<file path="config.mk">
export PLATFORM = sky130hd
export DESIGN_NAME = i2c_tgt_stretch
export DESIGN_NICKNAME = d
export VERILOG_FILES = /design/src/rtl/i2c_tgt_pkg.sv /design/src/rtl/i2c_line_sync.sv /design/src/rtl/i2c_tgt_fsm.sv /design/src/rtl/i2c_tgt_flags.sv /design/src/rtl/i2c_tgt_stretch.sv
export SDC_FILE = /design/constraint.sdc
export NUM_CORES = 1
export LEC_CHECK = 0
export BUFFER_PORTS_ARGS = -buffer_cell sky130_fd_sc_hd__buf_4
export CAP_MARGIN = 10
export CORE_MARGIN = 2
export CORE_UTILIZATION = 59
export CTS_BUF_LIST = sky130_fd_sc_hd__clkbuf_4 sky130_fd_sc_hd__clkbuf_8 sky130_fd_sc_hd__clkbuf_16
export DETAILED_ROUTE_END_ITERATION = 8
export PLACE_DENSITY_LB_ADDON = 0.15
export SKIP_CTS_REPAIR_TIMING = 1
export SLEW_MARGIN = 10
export SYNTH_ARGS = -nofsm -noshare
export SYNTH_HDL_FRONTEND = slang
export SYNTH_SLANG_ARGS = --single-unit
</file>
<file path="constraint.sdc">
create_clock -name clk -period 3.41 [get_ports clk]
set_input_delay 0.1705 -clock clk [delete_from_list [all_inputs] [get_ports clk]]
set_output_delay 0.1705 -clock clk [all_outputs]
set_load 0.05 [all_outputs]
</file>
<file path="src/rtl/i2c_tgt_pkg.sv">
package i2c_tgt_pkg;
  typedef enum logic [3:0] {
    S_IDLE,   // not addressed
    S_ADDR,   // shifting in address byte
    S_AHOLD,  // address matched, waiting for software
    S_ASLOT,  // target owns the acknowledge slot
    S_RX,     // shifting in a data byte
    S_DHOLD,  // data received, waiting for software
    S_TX,     // shifting out a data byte
    S_TACK,   // sampling controller acknowledge
    S_THOLD,  // byte acknowledged, waiting for next byte
    S_WAIT    // out of the transfer until START/STOP
  } tgt_state_e;

  localparam int NFLAG  = 3;
  localparam int F_DATA = 0;
  localparam int F_AS   = 1;
  localparam int F_COLL = 2;
endpackage

</file>
<file path="src/rtl/i2c_line_sync.sv">
module i2c_line_sync #(
  parameter int STAGES = 2
) (
  input  logic clk,
  input  logic rst,
  input  logic scl_i,
  input  logic sda_i,
  output logic sda_s,
  output logic scl_rise,
  output logic scl_fall,
  output logic start_ev,
  output logic stop_ev
);
  localparam int NLINES = 2;
  localparam int L_SDA  = 0;
  localparam int L_SCL  = 1;

  logic [NLINES-1:0] raw;
  logic [NLINES-1:0] cur;
  logic [NLINES-1:0] prev;

  assign raw = {scl_i, sda_i};

  for (genvar g = 0; g < NLINES; g++) begin : g_line
    logic [STAGES-1:0] chain;
    always_ff @(posedge clk) begin
      if (rst) chain <= '1;
      else     chain <= {chain[STAGES-2:0], raw[g]};
    end
    assign cur[g] = chain[STAGES-1];
  end

  always_ff @(posedge clk) begin
    if (rst) prev <= '1;
    else     prev <= cur;
  end

  assign sda_s    = cur[L_SDA];
  assign scl_rise = cur[L_SCL] & ~prev[L_SCL];
  assign scl_fall = ~cur[L_SCL] & prev[L_SCL];
  assign start_ev = cur[L_SCL] & prev[L_SCL] & prev[L_SDA] & ~cur[L_SDA];
  assign stop_ev  = cur[L_SCL] & prev[L_SCL] & ~prev[L_SDA] & cur[L_SDA];
endmodule

</file>
<file path="src/rtl/i2c_tgt_fsm.sv">
module i2c_tgt_fsm import i2c_tgt_pkg::*; #(
  parameter int DATA_W = 8
) (
  input  logic              clk,
  input  logic              rst,
  input  logic              sda_s,
  input  logic              scl_rise,
  input  logic              scl_fall,
  input  logic              start_ev,
  input  logic              stop_ev,
  input  logic [DATA_W-2:0] own_addr,
  input  logic              stop_ie,
  input  logic [DATA_W-1:0] tx_data,
  input  logic              cmd_go,
  input  logic              cmd_ack,
  input  logic              coll_q,
  output logic              set_df,
  output logic              set_as,
  output logic              set_coll,
  output logic              sda_low,
  output logic              dir,
  output logic              rxack,
  output logic [DATA_W-1:0] rx_data
);
  localparam int CNT_W = $clog2(DATA_W + 1);
  localparam logic [CNT_W-1:0] CNT_LAST = CNT_W'(DATA_W);

  tgt_state_e        state;
  logic [CNT_W-1:0]  cnt;
  logic [DATA_W-1:0] sh;
  logic [DATA_W-2:0] tx_sh;
  logic              go_on;
  logic              addr_hit;
  logic              own_slot;
  logic              addressed;

  assign addr_hit  = (sh[DATA_W-1:1] == own_addr);
  assign own_slot  = (state == S_TX) || (state == S_ASLOT);
  assign addressed = (state != S_IDLE) && (state != S_ADDR);

  always_comb begin
    set_df   = 1'b0;
    set_as   = 1'b0;
    set_coll = 1'b0;
    if (start_ev) begin
      set_as = 1'b0;
    end else if (stop_ev) begin
      set_as = stop_ie && addressed;
    end else begin
      if (scl_fall && state == S_ADDR && cnt == CNT_LAST && addr_hit) set_as = 1'b1;
      if (scl_rise && own_slot && !sda_low && !sda_s && !coll_q) begin
        set_coll = 1'b1;
        set_as   = 1'b1;
      end
      if (scl_fall && state == S_RX && cnt == CNT_LAST && !coll_q) set_df = 1'b1;
      if (scl_fall && state == S_TACK && !rxack) set_df = 1'b1;
    end
  end

  always_ff @(posedge clk) begin
    if (rst) begin
      state   <= S_IDLE;
      cnt     <= '0;
      sh      <= '0;
      tx_sh   <= '0;
      go_on   <= 1'b0;
      sda_low <= 1'b0;
      dir     <= 1'b0;
      rxack   <= 1'b0;
      rx_data <= '0;
    end else if (start_ev) begin
      state   <= S_ADDR;
      cnt     <= '0;
      sda_low <= 1'b0;
    end else if (stop_ev) begin
      state   <= S_IDLE;
      sda_low <= 1'b0;
    end else begin
      if (scl_rise) begin
        case (state)
          S_ADDR, S_RX: begin
            sh  <= {sh[DATA_W-2:0], sda_s};
            cnt <= cnt + 1'b1;
          end
          S_TX: begin
            cnt <= cnt + 1'b1;
            if (set_coll) begin
              state   <= S_WAIT;
              sda_low <= 1'b0;
            end
          end
          S_ASLOT: if (set_coll) state <= S_WAIT;
          S_TACK:  rxack <= sda_s;
          default: ;
        endcase
      end
      if (scl_fall) begin
        case (state)
          S_ADDR: if (cnt == CNT_LAST) begin
            if (addr_hit) begin
              state <= S_AHOLD;
              dir   <= sh[0];
            end else begin
              state <= S_IDLE;
            end
          end
          S_ASLOT: begin
            cnt <= '0;
            if (!go_on) begin
              state   <= S_WAIT;
              sda_low <= 1'b0;
            end else if (dir) begin
              state   <= S_TX;
              tx_sh   <= tx_data[DATA_W-2:0];
              sda_low <= !tx_data[DATA_W-1] && !coll_q;
            end else begin
              state   <= S_RX;
              sda_low <= 1'b0;
            end
          end
          S_RX: if (cnt == CNT_LAST) begin
            rx_data <= sh;
            state   <= S_DHOLD;
          end
          S_TX: begin
            if (cnt == CNT_LAST) begin
              sda_low <= 1'b0;
              state   <= S_TACK;
            end else begin
              sda_low <= !tx_sh[DATA_W-2] && !coll_q;
              tx_sh   <= {tx_sh[DATA_W-3:0], 1'b0};
            end
          end
          S_TACK: state <= rxack ? S_WAIT : S_THOLD;
          default: ;
        endcase
      end
      if (cmd_go) begin
        case (state)
          S_AHOLD, S_DHOLD: begin
            go_on   <= cmd_ack;
            sda_low <= cmd_ack && !coll_q;
            state   <= S_ASLOT;
          end
          S_THOLD: begin
            if (cmd_ack) begin
              tx_sh   <= tx_data[DATA_W-2:0];
              sda_low <= !tx_data[DATA_W-1] && !coll_q;
              cnt     <= '0;
              state   <= S_TX;
            end else begin
              state <= S_WAIT;
            end
          end
          default: ;
        endcase
      end
    end
  end

  // an unaddressed target never pulls SDA
  p_idle_quiet_r2: assert property (@(posedge clk) disable iff (rst)
    (state == S_IDLE) |-> !sda_low);

  // direction changes only when an address byte completes
  p_dir_only_addr_r3: assert property (@(posedge clk) disable iff (rst)
    (state != S_ADDR) |=> $stable(dir));

  // data flag events coincide with an SCL falling edge
  p_df_on_fall_r6: assert property (@(posedge clk) disable iff (rst)
    set_df |-> scl_fall);
endmodule

</file>
<file path="src/rtl/i2c_tgt_flags.sv">
module i2c_tgt_flags import i2c_tgt_pkg::*; (
  input  logic       clk,
  input  logic       rst,
  input  logic       set_df,
  input  logic       set_as,
  input  logic       set_coll,
  input  logic       clr_df,
  input  logic       clr_as,
  input  logic       clr_coll,
  input  logic       cmd_wr,
  input  logic [1:0] cmd,
  input  logic       start_ev,
  output logic       cmd_go,
  output logic       df,
  output logic       as_f,
  output logic       coll
);
  logic [NFLAG-1:0] set_v, clr_v, auto_v, flag_v;

  // commands 2'b11 and 2'b10 are valid, 2'b0x are no action
  assign cmd_go = cmd_wr && cmd[1];

  assign set_v  = {set_coll, set_as, set_df};
  assign clr_v  = {clr_coll, clr_as, clr_df};
  assign auto_v = {start_ev, cmd_go, cmd_go};

  for (genvar g = 0; g < NFLAG; g++) begin : g_flag
    logic q;
    always_ff @(posedge clk) begin
      if (rst) q <= 1'b0;
      else     q <= set_v[g] | (q & ~clr_v[g] & ~auto_v[g]);
    end
    assign flag_v[g] = q;
  end

  assign df   = flag_v[F_DATA];
  assign as_f = flag_v[F_AS];
  assign coll = flag_v[F_COLL];

  // a valid command clears both event flags
  p_cmd_clears_r5: assert property (@(posedge clk) disable iff (rst)
    (cmd_go && !set_df && !set_as) |=> (!df && !as_f));

  // write-one clear of the collision flag
  p_w1c_coll_r9: assert property (@(posedge clk) disable iff (rst)
    (clr_coll && !set_coll) |=> !coll);

  // START clears the collision flag
  p_start_clears_r11: assert property (@(posedge clk) disable iff (rst)
    (start_ev && !set_coll) |=> !coll);
endmodule

</file>
<file path="src/rtl/i2c_tgt_stretch.sv">
module i2c_tgt_stretch import i2c_tgt_pkg::*; #(
  parameter int DATA_W      = 8,
  parameter int SYNC_STAGES = 2
) (
  input  logic              clk,
  input  logic              rst,
  input  logic              scl_i,
  input  logic              sda_i,
  output logic              scl_low_o,
  output logic              sda_low_o,
  input  logic [DATA_W-2:0] own_addr_i,
  input  logic              stop_ie_i,
  input  logic [DATA_W-1:0] tx_data_i,
  output logic [DATA_W-1:0] rx_data_o,
  input  logic              cmd_wr_i,
  input  logic [1:0]        cmd_i,
  input  logic              clr_data_i,
  input  logic              clr_as_i,
  input  logic              clr_coll_i,
  output logic              data_flag_o,
  output logic              as_flag_o,
  output logic              hold_o,
  output logic              rxack_o,
  output logic              coll_o,
  output logic              dir_o
);
  logic sda_s, scl_rise, scl_fall, start_ev, stop_ev;
  logic set_df, set_as, set_coll, cmd_go;
  logic df, as_f, coll;

  i2c_line_sync #(.STAGES(SYNC_STAGES)) u_sync (
    .clk(clk), .rst(rst), .scl_i(scl_i), .sda_i(sda_i),
    .sda_s(sda_s), .scl_rise(scl_rise), .scl_fall(scl_fall),
    .start_ev(start_ev), .stop_ev(stop_ev)
  );

  i2c_tgt_fsm #(.DATA_W(DATA_W)) u_fsm (
    .clk(clk), .rst(rst), .sda_s(sda_s), .scl_rise(scl_rise),
    .scl_fall(scl_fall), .start_ev(start_ev), .stop_ev(stop_ev),
    .own_addr(own_addr_i), .stop_ie(stop_ie_i), .tx_data(tx_data_i),
    .cmd_go(cmd_go), .cmd_ack(cmd_i[0]), .coll_q(coll),
    .set_df(set_df), .set_as(set_as), .set_coll(set_coll),
    .sda_low(sda_low_o), .dir(dir_o), .rxack(rxack_o), .rx_data(rx_data_o)
  );

  i2c_tgt_flags u_flags (
    .clk(clk), .rst(rst), .set_df(set_df), .set_as(set_as),
    .set_coll(set_coll), .clr_df(clr_data_i), .clr_as(clr_as_i),
    .clr_coll(clr_coll_i), .cmd_wr(cmd_wr_i), .cmd(cmd_i),
    .start_ev(start_ev), .cmd_go(cmd_go), .df(df), .as_f(as_f), .coll(coll)
  );

  assign scl_low_o   = df | as_f;
  assign hold_o      = scl_low_o;
  assign data_flag_o = df;
  assign as_flag_o   = as_f;
  assign coll_o      = coll;

  // a pending collision keeps SDA released
  p_coll_quiet_r10: assert property (@(posedge clk) disable iff (rst)
    coll_o |-> !sda_low_o);
endmodule

</file>
==> results.md <==
- Post-DP HPWL: 3.74 mm
- Count of final max-slew check failures: 0
- Number of cells produced by synthesis: 257
- Slew at the pin closest to its max-slew limit: 0.930 ns
- Leakage power: 1.01 nW
- Headroom to the max-slew limit: 38.0%
- Wire length reported by the detailed router: 5.24 mm
- Leading cell types in the layout, fill and taps excluded: dfxtp_1 (44), buf_4 (41), nor2_1 (35), mux2i_1 (19)
- Setup Viol. Count Final: 0
- Count of endpoints failing hold in the final timing report: 0
- # fillers: 309
- Total clock buffers created by CTS: 5
- EDFF count, synth: 0
- Run status: completed
- Net Sw Power: 0.210 mW
- # diodes: 0
- Maximum Capacitance Violations: 0
- Total Negative Setup Slacks: 0 ns
- Clk pin slew, worst setup/hold paths: 0.09 ns
- Fmax: 449 MHz
- Routed wire per std cell: 15.4 um
- Sequential cell area: 881 um^2
- Syn Area/Cell: 8.75 um^2
- Number of violations reported at the end of detailed-routing iteration 0: 168
- Yosys warns: 0
- Data arrival at the endpoint of the critical path: 2.40 ns
- Top cell type's share of synthesized area: 39.2%
- Total number of H-tree levels: 2
- # clock sinks: 44
- First-pass iteration count of the detailed router: 5
- Portion of total power attributed to sequential cells: 58.2%
- Flip-flop and latch count after synthesis: 44
- Clock share of power: 34.9%
- Pwr/cell area: 342 nW/um^2
- DR vias: 2057
- Number of vias per cell: 6.05
- Syn Nets: 285
- Post-synthesis cell type with the largest combined area: dfxtp_1
- Max Clock Skew: 0.0116 ns
- Clock insertion delay at the later pin of the skew report: 0.30 ns
- Synthesized cell area: 2250 um^2
- Number of distinct library cells after synthesis: 54
- Vert. Die Dim: 65.8 um
- Wire length of the first global-routing pass: 8.68 mm
- Antenna violations before repair: 0
- Number of non-filler instances in the completed layout: 340
- Delay of the slowest cell on the worst path: 0.73 ns
- Number of rows created at floorplan: 22
- Period Utilization, post-route: 65.4%
- CTS tree: built
- Via count of the first global-routing pass: 1877
- Category of the most critical setup path: flop to flop
- Pre-CTS WS: 1.28 ns
- Count of buffers inserted at the top-level ports: 41
- Horizontal die dimension: 65.8 um
- Most used DFF post-synth: dfxtp_1
- Post-layout net count: 320
- Worst-path fanout max: 16
- Comb pwr share: 6.9%
- Share of total power consumed by net switching: 23.4%
- CP bufs+invs: 0
- Final weighted congestion in routability-driven placement: 0.936
- Multi-input combinational cell area: 1270 um^2
- Internal: 0.687 mW
- Setup repair after global routing missed its margin: false
- Delay-heaviest family, CP: simple AND/OR/NAND/NOR gates
- Slowest library cell on the worst path: dfxtp_1
- GR Util All Layers: 26.3%
- Crit path setup slack, layout: 1.18 ns
- Fraction of layout cells with a size suffix above 1: 22.3%
- Post-detailed-placement cell area: 2540 um^2
- Boundary pin count: 42
- Total core area: 3660 um^2
- Cells traversed along the worst timing path: or4b_4, nor2_1, a31oi_1, o21ai_0, a21oi_1
- Async set or reset register ratio after synthesis: 0%
- Worst vdd rail ir drop: 0.238 mV
- Largest net degree at the start of global routing: 40
- Total instance count after detailed placement: 333
- Remaining global-route overflow: 0
- Clock Tree Buf Depth: 2
- Post-layout minimum cycle time: 2.23 ns
- Min-Delay Path Class: input pin to flop
- Antenna-violating nets left: 0
- Share of synthesized area occupied by flip-flops and latches: 39.2%
- Die Footprint: 4320 um^2
- Req. time, crit path: 3.58 ns
- Area Overhead vs Synth: 16.6%
- Clock tree root driver cell: clkbuf_8
- Summed area of non-filler cells in the final layout: 2620 um^2
- Most common cell after layout, fill and taps aside: dfxtp_1
- Total power after layout: 0.897 mW
- CP endpoint kind: flop
- Leading post-synthesis cells by cell area: dfxtp_1 (39%), mux2i_1 (8.5%), nor2_1 (5.8%)
- Sort of element at the start of the critical path: flop
- Starting density of the core: 61.4%
- Remaining routing DRC violations: 0
## power groups by stage
stage / Clock, mW / Sequential [mW] / Combinational [mW]
final: 0.313 / 0.522 / 0.0618
after CTS: 0.318 / 0.522 / 0.0618
after detailed placement: 0 / 0.534 / 0.0616
after global placement: 0 / 0.534 / 0.0604
after global routing: 0.339 / 0.523 / 0.0678
after floorplan: 0 / 0.531 / 0.0335
## registers in the layout (all words and copies together), names as in the netlist
| register | count |
|---|---|
| u_flags.as_f | 1 |
| u_flags.coll | 1 |
| u_flags.df | 1 |
| u_fsm.cnt | 4 |
| u_fsm.dir | 1 |
| u_fsm.go_on | 1 |
| u_fsm.rx_data | 8 |
| u_fsm.rxack | 1 |
| u_fsm.sda_low | 1 |
| u_fsm.sh | 8 |
| u_fsm.state | 4 |
| u_fsm.tx_sh | 7 |
| u_sync.g_line.chain | 4 |
| u_sync.prev | 2 |
## cells by family (layout without fill, tap and decap cells)
family                   Yosys count  count (layout)  synth area share (%)
AO/OA/AOI/OAI                     54              54                  16.0
XOR/XNOR                          11              11                  4.28
adder cells (fa/ha/maj)            2               2                  1.11
buffers and inverters             19              54                  4.39
flip-flops                        44              44                  39.2
multiplexers                      19              19                  8.45
AND/OR/NAND/NOR                  108             108                  26.6
## path summary, 6_finish.rpt
path	slack (ns)	from	cells after the start	endpoint
worst min-delay path	0.05	sda_i	2	u_sync.g_line[0].chain[0]$_SDFF_PP1_
worst max register to register	1.18	u_fsm.state[3]$_SDFF_PP0_	5	u_fsm.tx_sh[3]$_SDFFE_PP0P_
worst max-delay path	1.18	u_fsm.state[3]$_SDFF_PP0_	5	u_fsm.tx_sh[3]$_SDFFE_PP0P_
worst min register to register	0.41	u_sync.g_line[1].chain[0]$_SDFF_PP1_	1	u_sync.g_line[1].chain[1]$_SDFF_PP1_
## synth_stat cells (4+ instances only)
cell / count
nand3_1: 8
nand2_1: 8
nor3_1: 5
nand4_1: 4
mux2i_1: 19
nor2b_1: 5
a21oi_1: 12
inv_1: 6
nor2_1: 35
nand2b_1: 9
a22oi_1: 6
nor4_1: 4
o21ai_0: 12
a31oi_1: 5
clkbuf_1: 6
or2_2: 9
dfxtp_1: 44
xnor2_1: 9
## metal layers
layer | part of all wire (%) | GRT usage [%]
met1 | 44 | 35.2
met2 | 47 | 42.0
met3 | 6.9 | 4.79
met4 | 2.3 | 9.64
met5 | 0 | 0
## per-stage QoR
| step | hold WS [ns] | util [%] |
|---|---|---|
| 6_report | 0.0532 | 71.6 |
| 5_1_grt | 0.0578 | 71.6 |
| 4_1_cts | 0.0491 | 71.6 |
| 3_5_place_dp | 0.359 | 69.4 |
| 3_3_place_gp | 0.355 | 69.4 |
| 2_1_floorplan | 0.274 | - |
## layout make-up
class | count | area share, %
timing repair buffer | 41 | 11.7
clock inverter | 2 | 0.477
multi-input combinational | 194 | 48.4
inverter | 6 | 0.859
sequential | 44 | 33.6
clock buffer | 5 | 2.62
tap | 48 | 2.29
Note: power is estimated with default switching activity, not from simulation.
